File: src/rtl/wdk_pkg.sv
package wdk_pkg;

    localparam logic [31:0] RESTART_KEY  = 32'h0000_4755;
    localparam logic [7:0]  CTRL_RW_MASK = 8'hF3;

    typedef enum logic [2:0] {
        A_COUNT    = 3'd0,
        A_RELOAD   = 3'd1,
        A_KICK     = 3'd2,
        A_CTRL     = 3'd3,
        A_STAT     = 3'd4,
        A_STAT_CLR = 3'd5,
        A_WIDTH    = 3'd6,
        A_MASK     = 3'd7
    } addr_e;

    typedef enum logic [1:0] {
        SC_SOC  = 2'd0,
        SC_CHIP = 2'd1,
        SC_CPU  = 2'd2,
        SC_NONE = 2'd3
    } scope_e;

    typedef struct packed {
        logic       boot2;
        scope_e     scope;
        logic       fast;
        logic [1:0] spare;
        logic       rst_en;
        logic       run;
    } ctrl_t;

    // Subsystems kept out of the default reset set: 2, 3, 22, 23, 24
    function automatic logic [31:0] default_mask(int unsigned n);
        logic [31:0] v;
        for (int i = 0; i < 32; i++) begin
            v[i] = (i < n) && !(i == 2 || i == 3 || i == 22 || i == 23 || i == 24);
        end
        return v;
    endfunction

endpackage

File: src/rtl/wdk_prescaler.sv
module wdk_prescaler #(
    parameter int unsigned FAST_DIV = 4,
    parameter int unsigned SLOW_DIV = 12
) (
    input  logic clk,
    input  logic rst,
    input  logic run,
    input  logic fast,
    input  logic restart,
    output logic tick
);
    localparam int unsigned MAX_DIV = (FAST_DIV > SLOW_DIV) ? FAST_DIV : SLOW_DIV;
    localparam int unsigned CW      = $clog2(MAX_DIV + 1);
    localparam logic [CW-1:0] LIM_FAST = CW'(FAST_DIV - 1);
    localparam logic [CW-1:0] LIM_SLOW = CW'(SLOW_DIV - 1);

    logic [CW-1:0] pre_q;
    logic [CW-1:0] limit;

    assign limit = fast ? LIM_FAST : LIM_SLOW;
    assign tick  = run && (pre_q >= limit);

    always_ff @(posedge clk) begin
        if (rst || !run || restart) begin
            pre_q <= '0;
        end else if (tick) begin
            pre_q <= '0;
        end else begin
            pre_q <= pre_q + CW'(1);
        end
    end

    // ticks never fall on two adjacent clocks
    p_tick_spacing_r4: assert property (@(posedge clk) disable iff (rst)
        tick |=> !tick)
        else $error("tick on consecutive clocks");

endmodule

File: src/rtl/wdk_counter.sv
module wdk_counter #(
    parameter int unsigned CNT_W = 32
) (
    input  logic             clk,
    input  logic             rst,
    input  logic             load,
    input  logic [CNT_W-1:0] load_val,
    input  logic             tick,
    output logic [CNT_W-1:0] count,
    output logic             expire
);
    logic [CNT_W-1:0] cnt_q;

    assign count  = cnt_q;
    assign expire = tick && !load && (cnt_q == CNT_W'(1));

    always_ff @(posedge clk) begin
        if (rst) begin
            cnt_q <= '0;
        end else if (load) begin
            cnt_q <= load_val;
        end else if (tick && cnt_q != '0) begin
            cnt_q <= cnt_q - CNT_W'(1);
        end
    end

    p_expire_to_zero_r6: assert property (@(posedge clk) disable iff (rst)
        expire |=> (count == '0))
        else $error("count not zero after expiry");

    p_zero_holds_r10: assert property (@(posedge clk) disable iff (rst)
        (count == '0 && !load) |=> (count == '0))
        else $error("count left zero without a reload");

endmodule

File: src/rtl/wdk_pulse.sv
module wdk_pulse
    import wdk_pkg::*;
#(
    parameter int unsigned NUM_SUB = 26
) (
    input  logic               clk,
    input  logic               rst,
    input  logic               fire,
    input  logic [31:0]        width,
    input  scope_e             scope,
    input  logic [NUM_SUB-1:0] mask,
    output logic [NUM_SUB-1:0] sub_rst,
    output logic               chip_rst,
    output logic               cpu_rst,
    output logic               done
);
    logic [31:0]        left_q;
    scope_e             sc_q;
    logic [NUM_SUB-1:0] msk_q;
    logic               active;

    assign active   = (left_q != '0);
    assign done     = (left_q == 32'd1);
    assign sub_rst  = (active && sc_q == SC_SOC) ? msk_q : '0;
    assign chip_rst = active && (sc_q == SC_CHIP);
    assign cpu_rst  = active && (sc_q == SC_CPU);

    always_ff @(posedge clk) begin
        if (rst) begin
            left_q <= '0;
            sc_q   <= SC_SOC;
            msk_q  <= '0;
        end else if (fire && !active) begin
            left_q <= (width == '0) ? 32'd1 : width;
            sc_q   <= scope;
            msk_q  <= mask;
        end else if (active) begin
            left_q <= left_q - 32'd1;
        end
    end

    p_scope_exclusive_r8: assert property (@(posedge clk) disable iff (rst)
        $onehot0({|sub_rst, chip_rst, cpu_rst}))
        else $error("more than one reset target active");

    p_fire_starts_r7: assert property (@(posedge clk) disable iff (rst)
        (fire && !active) |=> active)
        else $error("pulse did not start after expiry");

endmodule

File: src/rtl/wdk_top.sv
module wdk_top
    import wdk_pkg::*;
#(
    parameter int unsigned NUM_SUB   = 26,
    parameter int unsigned FAST_DIV  = 4,
    parameter int unsigned SLOW_DIV  = 12,
    parameter int unsigned DEF_WIDTH = 16
) (
    input  logic               clk,
    input  logic               rst,
    input  logic               bus_wr,
    input  logic [2:0]         bus_addr,
    input  logic [31:0]        bus_wdata,
    output logic [31:0]        bus_rdata,
    output logic [NUM_SUB-1:0] sub_rst_o,
    output logic               chip_rst_o,
    output logic               cpu_rst_o
);
    localparam logic [31:0] MASK_INIT = default_mask(NUM_SUB);

    ctrl_t              ctrl_q;
    logic [31:0]        reload_q;
    logic [31:0]        width_q;
    logic [NUM_SUB-1:0] mask_q;
    logic               stat_q;

    addr_e       a;
    logic        key_ok;
    logic        bad_kick;
    logic        clr_hit;
    logic        tick;
    logic        expire;
    logic        pulse_done;
    logic [31:0] count;

    assign a        = addr_e'(bus_addr);
    assign key_ok   = bus_wr && (a == A_KICK) && (bus_wdata == RESTART_KEY);
    assign bad_kick = bus_wr && (a == A_KICK) && (bus_wdata != RESTART_KEY);
    assign clr_hit  = bus_wr && (a == A_STAT_CLR) && bus_wdata[0];

    wdk_prescaler #(.FAST_DIV(FAST_DIV), .SLOW_DIV(SLOW_DIV)) u_pre (
        .clk(clk), .rst(rst), .run(ctrl_q.run), .fast(ctrl_q.fast),
        .restart(key_ok), .tick(tick)
    );

    wdk_counter #(.CNT_W(32)) u_cnt (
        .clk(clk), .rst(rst), .load(key_ok), .load_val(reload_q),
        .tick(tick), .count(count), .expire(expire)
    );

    wdk_pulse #(.NUM_SUB(NUM_SUB)) u_pulse (
        .clk(clk), .rst(rst), .fire(expire && ctrl_q.rst_en),
        .width(width_q), .scope(ctrl_q.scope), .mask(mask_q),
        .sub_rst(sub_rst_o), .chip_rst(chip_rst_o), .cpu_rst(cpu_rst_o),
        .done(pulse_done)
    );

    always_ff @(posedge clk) begin
        if (rst) begin
            ctrl_q   <= '0;
            reload_q <= '0;
            width_q  <= 32'(DEF_WIDTH);
            mask_q   <= MASK_INIT[NUM_SUB-1:0];
        end else begin
            if (bus_wr) begin
                case (a)
                    A_RELOAD: reload_q <= bus_wdata;
                    A_CTRL:   ctrl_q   <= ctrl_t'(bus_wdata[7:0] & CTRL_RW_MASK);
                    A_WIDTH:  width_q  <= bus_wdata;
                    A_MASK:   mask_q   <= bus_wdata[NUM_SUB-1:0];
                    default:  ;
                endcase
            end
            if (pulse_done) ctrl_q.run <= 1'b0;
        end
    end

    always_ff @(posedge clk) begin
        if (rst)          stat_q <= 1'b0;
        else if (expire)  stat_q <= 1'b1;
        else if (clr_hit) stat_q <= 1'b0;
    end

    always_comb begin
        case (a)
            A_COUNT:  bus_rdata = count;
            A_RELOAD: bus_rdata = reload_q;
            A_CTRL:   bus_rdata = 32'(ctrl_q);
            A_STAT:   bus_rdata = 32'(stat_q);
            A_WIDTH:  bus_rdata = width_q;
            A_MASK:   bus_rdata = 32'(mask_q);
            default:  bus_rdata = '0;
        endcase
    end

    p_kick_loads_r2: assert property (@(posedge clk) disable iff (rst)
        key_ok |=> (count == $past(reload_q)))
        else $error("key write did not load count");

    p_bad_key_r3: assert property (@(posedge clk) disable iff (rst)
        (bad_kick && !tick) |=> (count == $past(count)))
        else $error("bad key changed count");

    p_sticky_r5: assert property (@(posedge clk) disable iff (rst)
        (stat_q && !clr_hit) |=> stat_q)
        else $error("timeout flag dropped without clear");

    p_run_clears_r7: assert property (@(posedge clk) disable iff (rst)
        pulse_done |=> !ctrl_q.run)
        else $error("run bit survived the end of the pulse");

endmodule

File: config.mk
export PLATFORM = sky130hd
export DESIGN_NAME = wdk_top
export DESIGN_NICKNAME = d
export VERILOG_FILES = /design/src/rtl/wdk_pkg.sv /design/src/rtl/wdk_prescaler.sv /design/src/rtl/wdk_counter.sv /design/src/rtl/wdk_pulse.sv /design/src/rtl/wdk_top.sv
export SDC_FILE = /design/constraint.sdc
export NUM_CORES = 1
export LEC_CHECK = 0
export BUFFER_PORTS_ARGS = -buffer_cell sky130_fd_sc_hd__buf_4
export CELL_PAD_IN_SITES_DETAIL_PLACEMENT = 0
export CELL_PAD_IN_SITES_GLOBAL_PLACEMENT = 1
export CORE_MARGIN = 1.5
export CORE_UTILIZATION = 48
export CTS_CLUSTER_DIAMETER = 60
export DETAILED_ROUTE_END_ITERATION = 10
export HOLD_SLACK_MARGIN = 0.1
export PLACE_DENSITY = 0.92
export REMOVE_ABC_BUFFERS = 1
export SLEW_MARGIN = 20
export SYNTH_ARGS = -nofsm -noshare
export SYNTH_HDL_FRONTEND = slang
export SYNTH_HIERARCHICAL = 1
export SYNTH_SLANG_ARGS = --single-unit
export TNS_END_PERCENT = 30
File: constraint.sdc
create_clock -name clk -period 8.5 [get_ports clk]
set_clock_uncertainty 0.2 [all_clocks]
set_input_delay 0.425 -clock clk [delete_from_list [all_inputs] [get_ports clk]]
set_output_delay 0.425 -clock clk [all_outputs]
set_load 0.005 [all_outputs]
==> summary.txt, run 1 <==
Global route
  • GR Overflow Total: 0
  • Gr usage total: 0.2815
  • First-pass GRT wire length: 48760 um
  • Vias in the first global route: 8890
  • Antenna violations before repair: 0
  • Largest net degree at the start of global routing: 98

Clock tree
  • CTS Buf Count: 17
  • CTS Root Cell: clkbuf_16
  • CTS tree: built
  • H-tree depth: 4
  • Clock Sinks: 193
  • Clk pin slew, worst setup/hold paths: 0.07 ns
  • Post-CTS setup repair buffer count: 0
  • Post-CTS Resized: 0
  • Skew-Pair Late Insertion Delay: 0.43 ns
  • Max Root-Sink Buffers: 2
  • Hold buffer count at CTS: 32

Worst setup path
  • Critical path, cell by cell: dlygate4sd3_1 -> buf_4 -> and4b_1 -> nand4_1 -> nor4_4 -> buf_4 -> nor2b_1 -> nand3_1 -> nor3_1 -> and2_1 -> inv_1 -> nor4_1 -> and4_1 -> buf_4 -> a221oi_1 -> a311oi_1
  • Family with the most delay on the worst path: simple AND/OR/NAND/NOR gates
  • Critical path buffers and inverters: 5
  • Crit path launch type: input pin
  • Crit. End Element: flip-flop
  • Worst path required time: 8.65 ns
  • Slowest CP cell: and4_1
  • Arr. time, crit path: 4.93 ns
  • Crit path largest cell delay: 0.60 ns
  • Crit path max fanout: 29
  • CP most frequent cell: buf_4
  • Crit Path Category: in -> reg

Synthesis
  • Seq cells post-synth: 193
  • Register area share after synthesis: 0.3831
  • Asr flop ratio synth: 0
  • Top_reg_cell synth: dfxtp_1
  • Post-synth cell types: 80
  • EDFF count, synth: 0
  • Synth Warn #: 6
  • Synthesized area: 10080 um2
  • Avg Cell Area, Syn: 8.100 um2
  • Post-Synthesis Cells: 1245

Power
  • Combinational Power Share: 0.312
  • VDD IR-drop max: 0.0001353 V
  • Int Power: 0.001812 W
  • Psw: 0.001015 W
  • Sw Ratio: 0.3590
  • Clock network fraction of total power: 0.308
  • Sequential cell fraction of total power: 0.381
  • Total power: 0.002826 W
  • Leakage: 4.503 nW
  • PwrDens: 239.6 nW/um2

STA
  • Fin. Hold Viols: 0
  • Fin crit period: 4.777 ns
  • Hold_ws: 0.2251 ns
  • Relative slew margins: 0.2952
  • RSZ-0062 raised after global routing: false
  • Slew @ Worst Pin: 1.057 ns
  • Max frequency: 209.3 MHz
  • Final setup fails: 0
  • Total negative slack: 0 ns
  • Fin crit share: 0.5620
  • Slew Limit Fails: 0

Routing
  • DR WL met2: 14200 um
  • DRC: 0
  • Drt wl/cell: 19.36 um
  • Routed Antenna Nets: 0
  • Drt pass-1 iters: 5
  • Via density: 6.013
  • Vias: 9621
  • Initial DRC count: 922
  • WL final: 30970 um
  • DR top layer: met4
  • Met1 WL: 13770 um
  • Metal3 WL: 2163 um

Finish
  • Most frequent cells in the layout: 268 x nand2_1, 193 x dfxtp_1, 116 x a21oi_1, 112 x buf_4, 60 x mux2i_1
  • Layout cells sized above 1: 0.1376
  • Design area: 11800 um2
  • # nets final: 1361
  • P&R area growth vs syn: 16.97%
  • # diodes: 0
  • Most common cell after layout, fill and taps aside: nand2_1

Job
  • Max-cap violations: 0

Place
  • Post-DP HPWL: 21800 um
  • Gpl congestion: 0.9212
  • Placed instance area: 10840 um2
  • Port Buf Inserts: 97

Floorplanning
  • Core area: 20430 um2
  • Die Ht: 147.9 um
  • Top-level port count: 98
  • Die area: 21890 um2
  • Die width: 147.9 um
  • Initial Util: 0.4936
  • Row count: 52

Hold path
  • Worst hold path class: in -> reg

Status
  • Run status: completed
-- final cells by class --
class,instances,area (um2)
Inverter,33,123.9
Fill cell,1935,8633
Clock buffer,17,425.4
Timing Repair Buffer,144,1161
Sequential cell,193,3864
Clock inverter,15,207.7
Tap cell,270,337.8
Multi-Input combinational cell,928,5677
-- stage by stage --
| step | std cells | setup slack (ns) | utilization |
|---|---|---|---|
| 2_1_floorplan | 1154 | 4.065 | - |
| 3_3_place_gp | 1536 | 3.937 | 0.5307 |
| 3_5_place_dp | 1536 | 3.706 | 0.5307 |
| 4_1_cts | 1600 | 3.750 | 0.5774 |
| 5_1_grt | 1600 | 3.380 | 0.5774 |
| 6_report | 1600 | 3.723 | 0.5774 |
-- power by group through the flow --
| stage | logic, W | clock network [W] | registers (W) |
|---|---|---|---|
| floorplan | 0.000606 | 0 | 0.00107 |
| global placement | 0.000847 | 0 | 0.00109 |
| detailed placement | 0.000853 | 0 | 0.00109 |
| CTS | 0.000869 | 0.000878 | 0.00107 |
| global route | 0.000961 | 0.000920 | 0.00109 |
| finish | 0.000880 | 0.000869 | 0.00108 |
-- synth_stat cells (20+ instances only) --
| cell type | n | area share |
|---|---|---|
| nor3_1 | 32 | 0.016 |
| nor4_1 | 27 | 0.017 |
| inv_1 | 33 | 0.012 |
| or4_1 | 20 | 0.015 |
| dfxtp_1 | 193 | 0.38 |
| mux2i_1 | 60 | 0.060 |
| o22ai_1 | 23 | 0.014 |
| a21oi_1 | 116 | 0.058 |
| nor2_1 | 50 | 0.019 |
| and2_1 | 28 | 0.017 |
| nand2_1 | 268 | 0.10 |
| buf_2 | 26 | 0.013 |
| clkbuf_1 | 50 | 0.019 |
| o31ai_1 | 21 | 0.016 |
| nand3b_1 | 24 | 0.018 |
-- worst paths after layout --
path | slack [ns] | from | end | depth (start not counted)
worst min register to register | 0.25 | u_pulse/msk_q[15] | u_pulse/msk_q[15] | 2
worst max register to register | 3.83 | u_cnt/count[27] | u_pulse/left_q[19] | 11
worst min-delay path | 0.23 | rst | width_q[22] | 2
worst max-delay path | 3.72 | bus_wdata[8] | u_pulse/left_q[19] | 16
-- metal layers --
| layer | vias up | GRT usage |
|---|---|---|
| li1 | 4634 | - |
| met1 | 4572 | 0.3922 |
| met2 | 360 | 0.4416 |
| met3 | 55 | 0.04475 |
| met4 | 0 | 0.09950 |
| met5 | - | 0 |
-- cell families after synthesis --
| kind of cell | after synthesis | share of synthesized area |
|---|---|---|
| AO/OA/AOI/OAI | 277 | 0.1826 |
| AND/OR/NAND/NOR | 562 | 0.2907 |
| XOR/XNOR | 18 | 0.01563 |
| buffers and inverters | 124 | 0.05533 |
| flip-flops | 193 | 0.3831 |
| adder cells (fa/ha/maj) | 6 | 0.007444 |
| multiplexers | 65 | 0.06514 |
-- worst reg2reg max path: cells and delay by family (launching register included) --
| family | cells | cell delay [ns] |
|---|---|---|
| buf+inv | 2 | 0.64 |
| simple gates | 7 | 2.97 |
| compound gates | 2 | 0.42 |
| flops | 1 | 0.37 |
-- registers in the layout, summed over array words and instances (netlist names) --
signal and count:
u_pre/pre_q 4, u_pulse/sc_q 2, u_pulse/left_q 32, ctrl_q 6, width_q 32, stat_q 1, reload_q 32, u_cnt/count 32
u_pulse/msk_q 26, mask_q 26
(Power assumes the default switching activity.)
==> run 2, diff against run 1 <==
- CORE_UTILIZATION: 48 -> 40
- PLACE_DENSITY: 0.92 -> 0.83
- clock period: 8.5 -> 4 ns (I/O delays scaled with it)
==> summary.txt, run 2 (synthesis results as in run 1) <==
Status
  • Run status: completed

Place
  • Gpl congestion: 0.9034 (-1.9%)
  • Post-DP HPWL: 21910 um (+0.48%)
  • Port Buf Inserts: 97 (unchanged)

STA
  • RSZ-0062 raised after global routing: false
  • Slew Limit Fails: 0 (unchanged)
  • Fin. Hold Viols: 0 (unchanged)
  • Hold_ws: 0.1377 ns (-0.08737 ns)
  • Slew @ Worst Pin: 1.062 ns (+0.004508 ns)
  • Final setup fails: 0 (unchanged)
  • Relative slew margins: 0.2922 (-0.003005)
  • Max frequency: 271.7 MHz
  • Fin crit share: 0.9202
  • Fin crit period: 3.681 ns

Routing
  • Routed Antenna Nets: 0 (unchanged)
  • DRC: 0 (unchanged)
  • Drt pass-1 iters: 7 (+2)
  • Via density: 5.768 (-4.1%)
  • WL final: 31530 um (+1.8%)
  • Vias: 9616 (-0.052%)
  • Drt wl/cell: 18.92 um (-2.3%)
  • Initial DRC count: 795 (-14%)

Floorplanning
  • Die Ht: 161.8 um (+9.4%)
  • Top-level port count: 98 (unchanged)
  • Initial Util: 0.4111 (-0.08257)
  • Die area: 26170 um2 (+20%)
  • Die width: 161.8 um (+9.4%)
  • Row count: 57 (+9.6%)
  • Core area: 24530 um2 (+20%)

Worst setup path
  • Worst path required time: 4.14 ns (-4.51 ns)
  • Slowest CP cell: or4_4
  • Arr. time, crit path: 3.82 ns (-1.11 ns)
  • Family with the most delay on the worst path: simple AND/OR/NAND/NOR gates
  • Crit path launch type: flip-flop
  • Crit path max fanout: 18 (-38%)
  • Critical path buffers and inverters: 3 (-2)
  • Crit path largest cell delay: 0.53 ns (-0.07 ns)
  • Crit. End Element: flip-flop
  • Critical path, cell by cell: or4_4 -> nor4_1 -> buf_4 -> nand2_1 -> nor3_1 -> and2_1 -> inv_1 -> nor4_1 -> and4_1 -> buf_4 -> a221oi_1 -> a311oi_1
  • Crit Path Category: reg -> reg

Finish
  • # nets final: 1375 (+1.0%)
  • Most frequent cells in the layout: 268 x nand2_1, 193 x dfxtp_1, 123 x buf_4, 116 x a21oi_1, 60 x mux2i_1
  • Most common cell after layout, fill and taps aside: nand2_1
  • P&R area growth vs syn: 17.93%
  • Filler cell count: 2427 (+25%)
  • # diodes: 0 (unchanged)
  • Layout cells sized above 1: 0.1407 (+0.003136)
  • Register area: 3864 um2 (unchanged)
  • Final core occ: 0.4848 (-0.09266)
  • Area occupied by multi-input gates: 5677 um2 (unchanged)

Clock tree
  • Clock Sinks: 193 (unchanged)
  • Max Root-Sink Buffers: 2 (unchanged)
  • CTS tree: built
  • Clk pin slew, worst setup/hold paths: 0.07 ns (about the same)
  • Post-CTS Resized: 0 (unchanged)
  • H-tree depth: 4 (unchanged)
  • CTS Buf Count: 17 (unchanged)
  • CTS Root Cell: clkbuf_16
  • Skew-Pair Late Insertion Delay: 0.44 ns (about the same)

Global route
  • Vias in the first global route: 8751 (-1.6%)
  • Antenna violations before repair: 0 (unchanged)
  • Largest net degree at the start of global routing: 82 (-16%)
  • First-pass GRT wire length: 49310 um (+1.1%)
  • GR Overflow Total: 0 (unchanged)
  • Gr usage total: 0.2382 (-0.04334)

Power
  • VDD IR-drop max: 0.0002496 V (+84%)
  • PwrDens: 489.7 nW/um2 (+100%)
  • Leakage: 4.528 nW (+0.55%)

Job
  • Max-cap violations: 0 (unchanged)

Hold path
  • Worst hold path class: in -> reg
## run 2: worst paths after layout
path,start,endpoint,slack [ns],cells past startpoint
hold reg to reg,u_pre/pre_q[0],u_pre/pre_q[0],0.24,1
hold / removal,rst,width_q[27],0.14,2
setup / recovery,u_cnt/count[27],u_pulse/left_q[19],0.32,12
setup reg to reg,u_cnt/count[27],u_pulse/left_q[19],0.32,12
## run 2: through the flow
stage	instances	setup TNS, ns	instance area (um2)	power (W)	setup slack, ns
global placement	1601	0	10990	0.004136	0.4811
CTS	1667	0	11890	0.005813	0.3884
floorplan	1154	-1.039	9651	0.003560	-0.2105
finish	1667	0	11890	0.005823	0.3193
global route	1667	0	11890	0.006124	0.06560
detailed placement	1601	0	10990	0.004157	0.3967
## run 2: final cells by class
cell class,count,share of cell area
Inverter,33,0.01042
Tap cell,324,0.03409
Timing Repair Buffer,158,0.1071
Multi-Input combinational cell,928,0.4773
Clock inverter,8,0.006838
Sequential cell,193,0.3249
Clock buffer,23,0.03935
## run 2: repair_timing
action | CTS | global route
hold buffers | 35 | 0
hold endpoints to repair | 97 | 0
buffers inserted | 0 | 0
## run 2: report_power, final
part	total, W	internal [W]	switching [W]
logic	0.00189	0.000718	0.00118
clock network	0.00165	0.000890	0.000756
registers	0.00228	0.00209	0.000197
total	0.00582	0.00369	0.00213
## run 2: routing by layer
layer	vias up	part of all wire	routed length, um	GRT usage
met4	0	0.019	590	0.07173
met3	38	0.051	1622	0.03039
met2	303	0.47	14720	0.3874
li1	4646	-	-	-
met5	-	0	0	0
met1	4629	0.46	14600	0.3293
## run 2: worst reg2reg max path: stages (launching register included)
cell and delay [ns]:
dfxtp_1 0.37, or4_4 0.54, nor4_1 0.26, buf_4 0.18
nand2_1 0.08, nor3_1 0.26, and2_1 0.25, inv_1 0.16
nor4_1 0.37, and4_1 0.26, buf_4 0.25, a221oi_1 0.13
a311oi_1 0.29
